<file path="config.mk">
export PLATFORM = sky130hd
export DESIGN_NAME = bgw_compositor
export DESIGN_NICKNAME = d
export VERILOG_FILES = /design/src/rtl/bgw_pkg.sv /design/src/rtl/bgw_regfile.sv /design/src/rtl/bgw_win_hit.sv /design/src/rtl/bgw_prio.sv /design/src/rtl/bgw_compositor.sv
export SDC_FILE = /design/constraint.sdc
export NUM_CORES = 1
export LEC_CHECK = 0
export BUFFER_PORTS_ARGS = -buffer_cell sky130_fd_sc_hd__buf_4
export CAP_MARGIN = 15
export CORE_UTILIZATION = 59
export CTS_CLUSTER_DIAMETER = 80
export DETAILED_ROUTE_END_ITERATION = 6
export PLACE_DENSITY_LB_ADDON = 0.25
export RECOVER_POWER = 25
export SLEW_MARGIN = 10
export SYNTH_ARGS = -nofsm -noshare
export SYNTH_HDL_FRONTEND = slang
export SYNTH_SLANG_ARGS = --single-unit
</file>
<file path="constraint.sdc">
create_clock -name clk -period 4.5 [get_ports clk]
set_clock_uncertainty 0.05 [all_clocks]
set_input_delay 0.225 -clock clk [delete_from_list [all_inputs] [get_ports clk]]
set_output_delay 0.225 -clock clk [all_outputs]
set_load 0.02 [all_outputs]
</file>
<file path="src/rtl/bgw_pkg.sv">
package bgw_pkg;
    localparam int NWIN      = 4;
    localparam int ROW_W     = 4;
    localparam int COL_W     = 5;
    localparam int PX_W      = 4;
    localparam int LN_W      = 5;
    localparam int CELL_W    = 12;
    localparam int CELL_H    = 18;
    localparam int CLR_W     = 3;
    localparam int CODE_W    = 2;
    localparam int REGS_PER_WIN = 4;
    localparam int CTRL_ADDR = REGS_PER_WIN * NWIN;
    localparam int A_W       = $clog2(CTRL_ADDR + 1);
    localparam int MAX_STEP  = 2 * (2 ** CODE_W);
    localparam int X_W       = $clog2((2 ** COL_W) * CELL_W + MAX_STEP + 1);
    localparam int Y_W       = $clog2((2 ** ROW_W) * CELL_H + MAX_STEP + 1);

    typedef struct packed {
        logic              en;
        logic              shen;
        logic [ROW_W-1:0]  row_s;
        logic [ROW_W-1:0]  row_e;
        logic [COL_W-1:0]  col_s;
        logic [COL_W-1:0]  col_e;
        logic [CLR_W-1:0]  fill;
        logic [CLR_W-1:0]  shcol;
        logic [CODE_W-1:0] sw;
        logic [CODE_W-1:0] sh;
    } win_cfg_t;

    typedef struct packed {
        logic             hit;
        logic [CLR_W-1:0] color;
        logic             shadow;
    } pix_t;
endpackage

</file>
<file path="src/rtl/bgw_regfile.sv">
module bgw_regfile
    import bgw_pkg::*;
(
    input  logic           clk,
    input  logic           rst_n,
    input  logic           wr_en,
    input  logic [A_W-1:0] wr_addr,
    input  logic [7:0]     wr_data,
    output win_cfg_t       cfg_o [NWIN]
);
    typedef struct packed {
        win_cfg_t [NWIN-1:0] win;
    } rf_t;

    rf_t st_d, st_q;

    always_comb begin
        st_d = st_q;
        if (wr_en) begin
            if (wr_addr == A_W'(CTRL_ADDR)) begin
                if (wr_data[0]) begin
                    for (int w = 0; w < NWIN; w++) begin
                        st_d.win[w].en = 1'b0;
                    end
                end
            end else begin
                for (int w = 0; w < NWIN; w++) begin
                    if (wr_addr == A_W'(REGS_PER_WIN * w)) begin
                        st_d.win[w].row_s = wr_data[ROW_W-1:0];
                        st_d.win[w].row_e = wr_data[4 +: ROW_W];
                    end
                    if (wr_addr == A_W'(REGS_PER_WIN * w + 1)) begin
                        st_d.win[w].en    = wr_data[7];
                        st_d.win[w].shen  = wr_data[6];
                        st_d.win[w].col_s = wr_data[COL_W-1:0];
                    end
                    if (wr_addr == A_W'(REGS_PER_WIN * w + 2)) begin
                        st_d.win[w].fill  = wr_data[7 -: CLR_W];
                        st_d.win[w].col_e = wr_data[COL_W-1:0];
                    end
                    if (wr_addr == A_W'(REGS_PER_WIN * w + 3)) begin
                        st_d.win[w].sw    = wr_data[7 -: CODE_W];
                        st_d.win[w].sh    = wr_data[5 -: CODE_W];
                        st_d.win[w].shcol = wr_data[CLR_W-1:0];
                    end
                end
            end
        end
    end

    always_ff @(posedge clk) begin
        if (!rst_n) begin
            st_q <= '0;
        end else begin
            st_q <= st_d;
        end
    end

    for (genvar g = 0; g < NWIN; g++) begin : g_out
        assign cfg_o[g] = st_q.win[g];
    end

    logic [NWIN-1:0] en_vec;
    always_comb begin
        for (int w = 0; w < NWIN; w++) begin
            en_vec[w] = st_q.win[w].en;
        end
    end

    // a clear command leaves no window enabled
    a_r5_clear_all: assert property (@(posedge clk) disable iff (!rst_n)
        (wr_en && wr_addr == A_W'(CTRL_ADDR) && wr_data[0]) |=> (en_vec == '0));
endmodule

</file>
<file path="src/rtl/bgw_win_hit.sv">
module bgw_win_hit
    import bgw_pkg::*;
(
    input  logic             clk,
    input  logic             rst_n,
    input  win_cfg_t         cfg,
    input  logic [ROW_W-1:0] row,
    input  logic [COL_W-1:0] col,
    input  logic [PX_W-1:0]  px,
    input  logic [LN_W-1:0]  ln,
    output logic             body,
    output logic             shade
);
    logic [X_W-1:0] x, xs, xe, sx;
    logic [Y_W-1:0] y, ys, ye, sy;
    logic           valid, in_shift;

    always_comb begin
        x  = X_W'(col) * X_W'(CELL_W) + X_W'(px);
        y  = Y_W'(row) * Y_W'(CELL_H) + Y_W'(ln);
        xs = X_W'(cfg.col_s) * X_W'(CELL_W);
        xe = X_W'(cfg.col_e) * X_W'(CELL_W) + X_W'(CELL_W - 1);
        ys = Y_W'(cfg.row_s) * Y_W'(CELL_H);
        ye = Y_W'(cfg.row_e) * Y_W'(CELL_H) + Y_W'(CELL_H - 1);
        sx = X_W'({cfg.sw, 1'b0}) + X_W'(2);
        sy = Y_W'({cfg.sh, 1'b0}) + Y_W'(2);
        valid = cfg.en && (cfg.row_s <= cfg.row_e) && (cfg.col_s <= cfg.col_e);
        body  = valid && (x >= xs) && (x <= xe) && (y >= ys) && (y <= ye);
        in_shift = (x >= xs + sx) && (x <= xe + sx) && (y >= ys + sy) && (y <= ye + sy);
        shade = valid && cfg.shen && !body && in_shift;
    end

    // inverted ranges never cover a pixel
    a_r3_inverted_silent: assert property (@(posedge clk) disable iff (!rst_n)
        ((cfg.row_s > cfg.row_e) || (cfg.col_s > cfg.col_e)) |-> !(body || shade));
endmodule

</file>
<file path="src/rtl/bgw_prio.sv">
module bgw_prio
    import bgw_pkg::*;
(
    input  logic            clk,
    input  logic            rst_n,
    input  win_cfg_t        cfg [NWIN],
    input  logic [NWIN-1:0] body,
    input  logic [NWIN-1:0] shade,
    output pix_t            pix
);
    logic [NWIN-1:0] grant;

    always_comb begin
        logic found;
        found = 1'b0;
        grant = '0;
        for (int w = 0; w < NWIN; w++) begin
            if (!found && (body[w] || shade[w])) begin
                grant[w] = 1'b1;
                found    = 1'b1;
            end
        end
        pix = '0;
        for (int w = 0; w < NWIN; w++) begin
            if (grant[w]) begin
                pix.hit    = 1'b1;
                pix.shadow = !body[w];
                pix.color  = body[w] ? cfg[w].fill : cfg[w].shcol;
            end
        end
    end

    // at most one window is selected
    a_r6_single_grant: assert property (@(posedge clk) disable iff (!rst_n)
        $onehot0(grant));
    // the top-priority body always decides the pixel
    a_r6_top_body_wins: assert property (@(posedge clk) disable iff (!rst_n)
        body[0] |-> (pix.hit && !pix.shadow && pix.color == cfg[0].fill));
endmodule

</file>
<file path="src/rtl/bgw_compositor.sv">
module bgw_compositor
    import bgw_pkg::*;
(
    input  logic             clk,
    input  logic             rst_n,
    input  logic             wr_en,
    input  logic [A_W-1:0]   wr_addr,
    input  logic [7:0]       wr_data,
    input  logic [ROW_W-1:0] pos_row,
    input  logic [COL_W-1:0] pos_col,
    input  logic [PX_W-1:0]  pos_px,
    input  logic [LN_W-1:0]  pos_ln,
    output logic             win_hit,
    output logic [CLR_W-1:0] win_color,
    output logic             win_shadow
);
    win_cfg_t        cfg [NWIN];
    logic [NWIN-1:0] body, shade;
    pix_t            pix;
    pix_t            out_d, out_q;

    bgw_regfile u_rf (
        .clk     (clk),
        .rst_n   (rst_n),
        .wr_en   (wr_en),
        .wr_addr (wr_addr),
        .wr_data (wr_data),
        .cfg_o   (cfg)
    );

    for (genvar g = 0; g < NWIN; g++) begin : g_win
        bgw_win_hit u_hit (
            .clk   (clk),
            .rst_n (rst_n),
            .cfg   (cfg[g]),
            .row   (pos_row),
            .col   (pos_col),
            .px    (pos_px),
            .ln    (pos_ln),
            .body  (body[g]),
            .shade (shade[g])
        );
    end

    bgw_prio u_prio (
        .clk   (clk),
        .rst_n (rst_n),
        .cfg   (cfg),
        .body  (body),
        .shade (shade),
        .pix   (pix)
    );

    always_comb begin
        out_d = pix;
    end

    always_ff @(posedge clk) begin
        if (!rst_n) begin
            out_q <= '0;
        end else begin
            out_q <= out_d;
        end
    end

    assign win_hit    = out_q.hit;
    assign win_color  = out_q.color;
    assign win_shadow = out_q.shadow;

    // a shadow pixel is always a hit
    a_r9_shadow_is_hit: assert property (@(posedge clk) disable iff (!rst_n)
        win_shadow |-> win_hit);
    // a miss carries black and no shadow
    a_r2_quiet_miss: assert property (@(posedge clk) disable iff (!rst_n)
        !win_hit |-> (win_color == '0 && !win_shadow));
endmodule

</file>
==> metrics <==
Worst R2R Setup Slack=around 0.040 ns; Mapped Cells=2,018; minimum clock period=4.46 ns; CP Capture Type=register; Hold Vio Cnt, Final=0; critical path peak fanout=3; r2r worst-path depth=21; Hold Path Class=in2reg; Synth Register Bits=~130; initial antenna violation count=0; Most Frequent Cell on Critical Path=buf_4; number of CTS-inserted buffers=17; largest net degree at the start of global routing=roughly 130; period utilization=between 90% and 100%; P&R area growth vs syn=12.6%; slew margin rel.=about 27%; Post-Syn Area=approximately 17,000 um^2; status=complete, no violations; RSZ-0062 raised after global routing=yes; Vias/cell=between 6 and 7; CP Buf/Inv Count=4; final WL=47,000 um; ys async rst share=0%; CTS Hold Bufs=0; Final Setup Violations=0; critical path type=reg2reg; syn nets=2,502; DRC=0; fillers=between 2,000 and 2,500; die height=172 um; CTS tree=built; Final #Nets=2,610; Final Non-Filler Cells=between 2,000 and 3,000; Root Driver=clkbuf_16; max incr delay on CP=0.45 ns; placed instance area=18,500 um^2; CP delay by family, top=simple AND/OR/NAND/NOR gates; Clock Tree Buf Depth=2; Max Fclk=0.224 GHz; IO buf count=38; Initial DRC Count=1,043; Placeable Area=28,600 um^2; worst flop-to-flop path endpoint=win_color[1]; Hold Startpoint=wr_en; most common cell after layout, fill and taps aside=ha_1; leakage=8.56 nW; CTS clk-pin slew, worst paths=approximately 0.060 ns; Reg-to-Reg Start=u_rf.cfg_o[40]; # diodes=0; overall die area=approximately 30,000 um^2; Post-Place Cells=2,480; Final Core Density=67.5%; via count=between 15,000 and 20,000; Power per Cell Area=222 nW/um^2; GR Util All Layers=32.1%; Top Ports=39; Final ANT Viol Nets=0; Initial Utilization=59.9%; Worst-Margin Slew=between 1 and 1.5 ns; HPWL after DPL=roughly 35,000 um; CP max-delay cell=or4_4; cell chain of the critical path=ha_2 > fa_2 > a21oi_2 > o21bai_2 > xnor2_2 > buf_4 > buf_4 > buf_4 > xnor2_2 > nor3_2 > xor2_1 > ha_1 > nand4_1 > or4_4 > a2111oi_4 > nand4_1 > buf_4 > nor3b_2 > o21ai_0 > a31oi_1 > o21a_1; Post-Syn Area per Cell=8.50 um^2; EDFF count, synth=0; Hold Path End=u_rf.cfg_o[18]; worst hold path cell count=3; WL/cell=18.6 um; drt pass-1 iters=7; H-tree levels=4; Final GP Congestion=0.900; clock sinks=between 100 and 150; Worst Path Required=4.83 ns; Worst-Skew Late Latency=around 0.44 ns; GRT Residual Overflow=0; row cnt=62; highest-count cells in the layout ignoring fill and taps=ha_1, inv_1, dfxtp_1, buf_4, nand2_1; final hold slack=0.0952 ns; Power Total=roughly 4.3 mW; vias in the first global route=approximately 15,000; Slew Limit Fails=0; post-route cell area=19,300 um^2; Netlist cell types=80; share of cells above drive strength 1=10.5%; peak supply drop=0.000240 V; Synth Warn #=0; die outline width=172 um; global-route wire length before repair=74,300 um; max_cap viols=0; Worst setup SP type=register; main flop type after synthesis=dfxtp_1; sequential area share after synthesis=14.6%; Crit path arrival time=4.79 ns
-- sequential cells by signal, indices dropped and copies added, names as in the netlist --
name / count
u_rf.cfg_o: 120
win_color: 3
win_hit: 1
win_shadow: 1
-- how the worst max path moves through the flow --
stage,from,to,slack (ns),depth (start not counted)
floorplan,pos_col[0],win_color[0],0.09,21
global placement,pos_col[0],win_color[0],-0.02,20
detailed placement,pos_col[0],win_color[0],-0.08,21
CTS,u_rf.cfg_o[11],win_color[0],-0.02,21
global route,u_rf.cfg_o[101],win_color[2],-0.19,22
finish,u_rf.cfg_o[40],win_color[1],0.04,21
-- kinds of logic after synthesis --
group	Yosys count	synth area share (%)
compound gates	407	15.8
mux	88	5.15
fa+ha+maj	450	33.8
buf+inv	224	5.00
flops	125	14.6
xor+xnor	165	8.43
simple gates	559	17.2
-- worst register-to-register path, cell delays in order, from the launching register on --
cell and delay (ns):
dfxtp_1 0.32, ha_2 0.20, fa_2 0.38, a21oi_2 0.17, o21bai_2 0.09, xnor2_2 0.15, buf_4 0.14, buf_4 0.12
buf_4 0.13, xnor2_2 0.15, nor3_2 0.24, xor2_1 0.10, ha_1 0.32, nand4_1 0.11, or4_4 0.45, a2111oi_4 0.34
nand4_1 0.19, buf_4 0.18, nor3b_2 0.14, o21ai_0 0.10, a31oi_1 0.18, o21a_1 0.14
-- power by group --
group / switching [mW] / leakage, nW / internal [mW] / total (mW)
Combinational: 1.01 / 7.26 / 0.743 / 1.75
Clock: 0.549 / 0.282 / 0.858 / 1.41
Sequential: 0.00993 / 1.01 / 1.11 / 1.12
Total: 1.57 / 8.56 / 2.72 / 4.28
-- cell usage after synthesis, drive strengths merged, types with 4 or more instances --
cell | number | area [um^2]
or3 | 10 | 62.6
ha | 427 | 5340
a2111oi | 8 | 114
nor2b | 104 | 653
a211oi | 21 | 163
o211ai | 6 | 45.0
o31ai | 8 | 73.8
a221oi | 5 | 43.8
inv | 183 | 687
fa | 23 | 460
nand2b | 21 | 131
nor4 | 14 | 109
o21bai | 5 | 37.5
a31oi | 15 | 93.8
a21boi | 41 | 308
a21o | 42 | 315
o22ai | 4 | 25.0
dfxtp | 125 | 2500
o2111ai | 4 | 35.0
buf | 6 | 38.8
nor3 | 43 | 220
nand2 | 118 | 443
nand3 | 84 | 420
o21a | 16 | 120
mux2i | 86 | 861
clkbuf | 35 | 131
nand4 | 25 | 169
o21ai | 79 | 395
nor2 | 84 | 318
xor2 | 58 | 508
a211o | 7 | 61.3
and4 | 4 | 35.0
and2 | 6 | 37.5
xnor2 | 107 | 937
a21oi | 115 | 579
and3 | 14 | 87.6
nor3b | 14 | 105
-- metrics by stage --
| step | TNS [ns] | worst slack [ns] |
|---|---|---|
| floorplan | 0 | 0.0922 |
| global placement | -0.0175 | -0.0175 |
| detailed placement | -0.128 | -0.0788 |
| CTS | -0.0153 | -0.0153 |
| global route | -0.581 | -0.188 |
| finish | 0 | 0.0396 |
-- layer usage --
layer / global-route usage, % / share of wire [%] / routed length [um] / vias to the layer above
li1: - / - / - / 7468
met1: 40.5 / 45 / 21100 / 7147
met2: 54.3 / 46 / 21400 / 420
met3: 4.69 / 5.7 / 2680 / 118
met4: 13.6 / 3.8 / 1800 / 0
met5: 0 / 0 / 0 / -
-- timing repair --
action | 4_1_cts | 5_1_grt
buffers inserted | 4 | 7
endpoints found under the hold margin | 0 | 0
gates resized for setup | 6 | 44
setup endpoints to repair | 2 | 5
pin swaps | 9 | 25
-- area by class of cell --
| cell class | instances | area, um^2 | area share, % |
|---|---|---|---|
| clock buffers | 26 | 489 | 2.53 |
| clock inverters | 6 | 83.8 | 0.434 |
| inverters | 183 | 687 | 3.56 |
| multi-input cells | 1669 | 14100 | 72.9 |
| flip-flops and latches | 125 | 2510 | 13.0 |
| well taps | 384 | 480 | 2.49 |
| repair buffers | 130 | 987 | 5.11 |
Power figures use the tool's default switching activity.
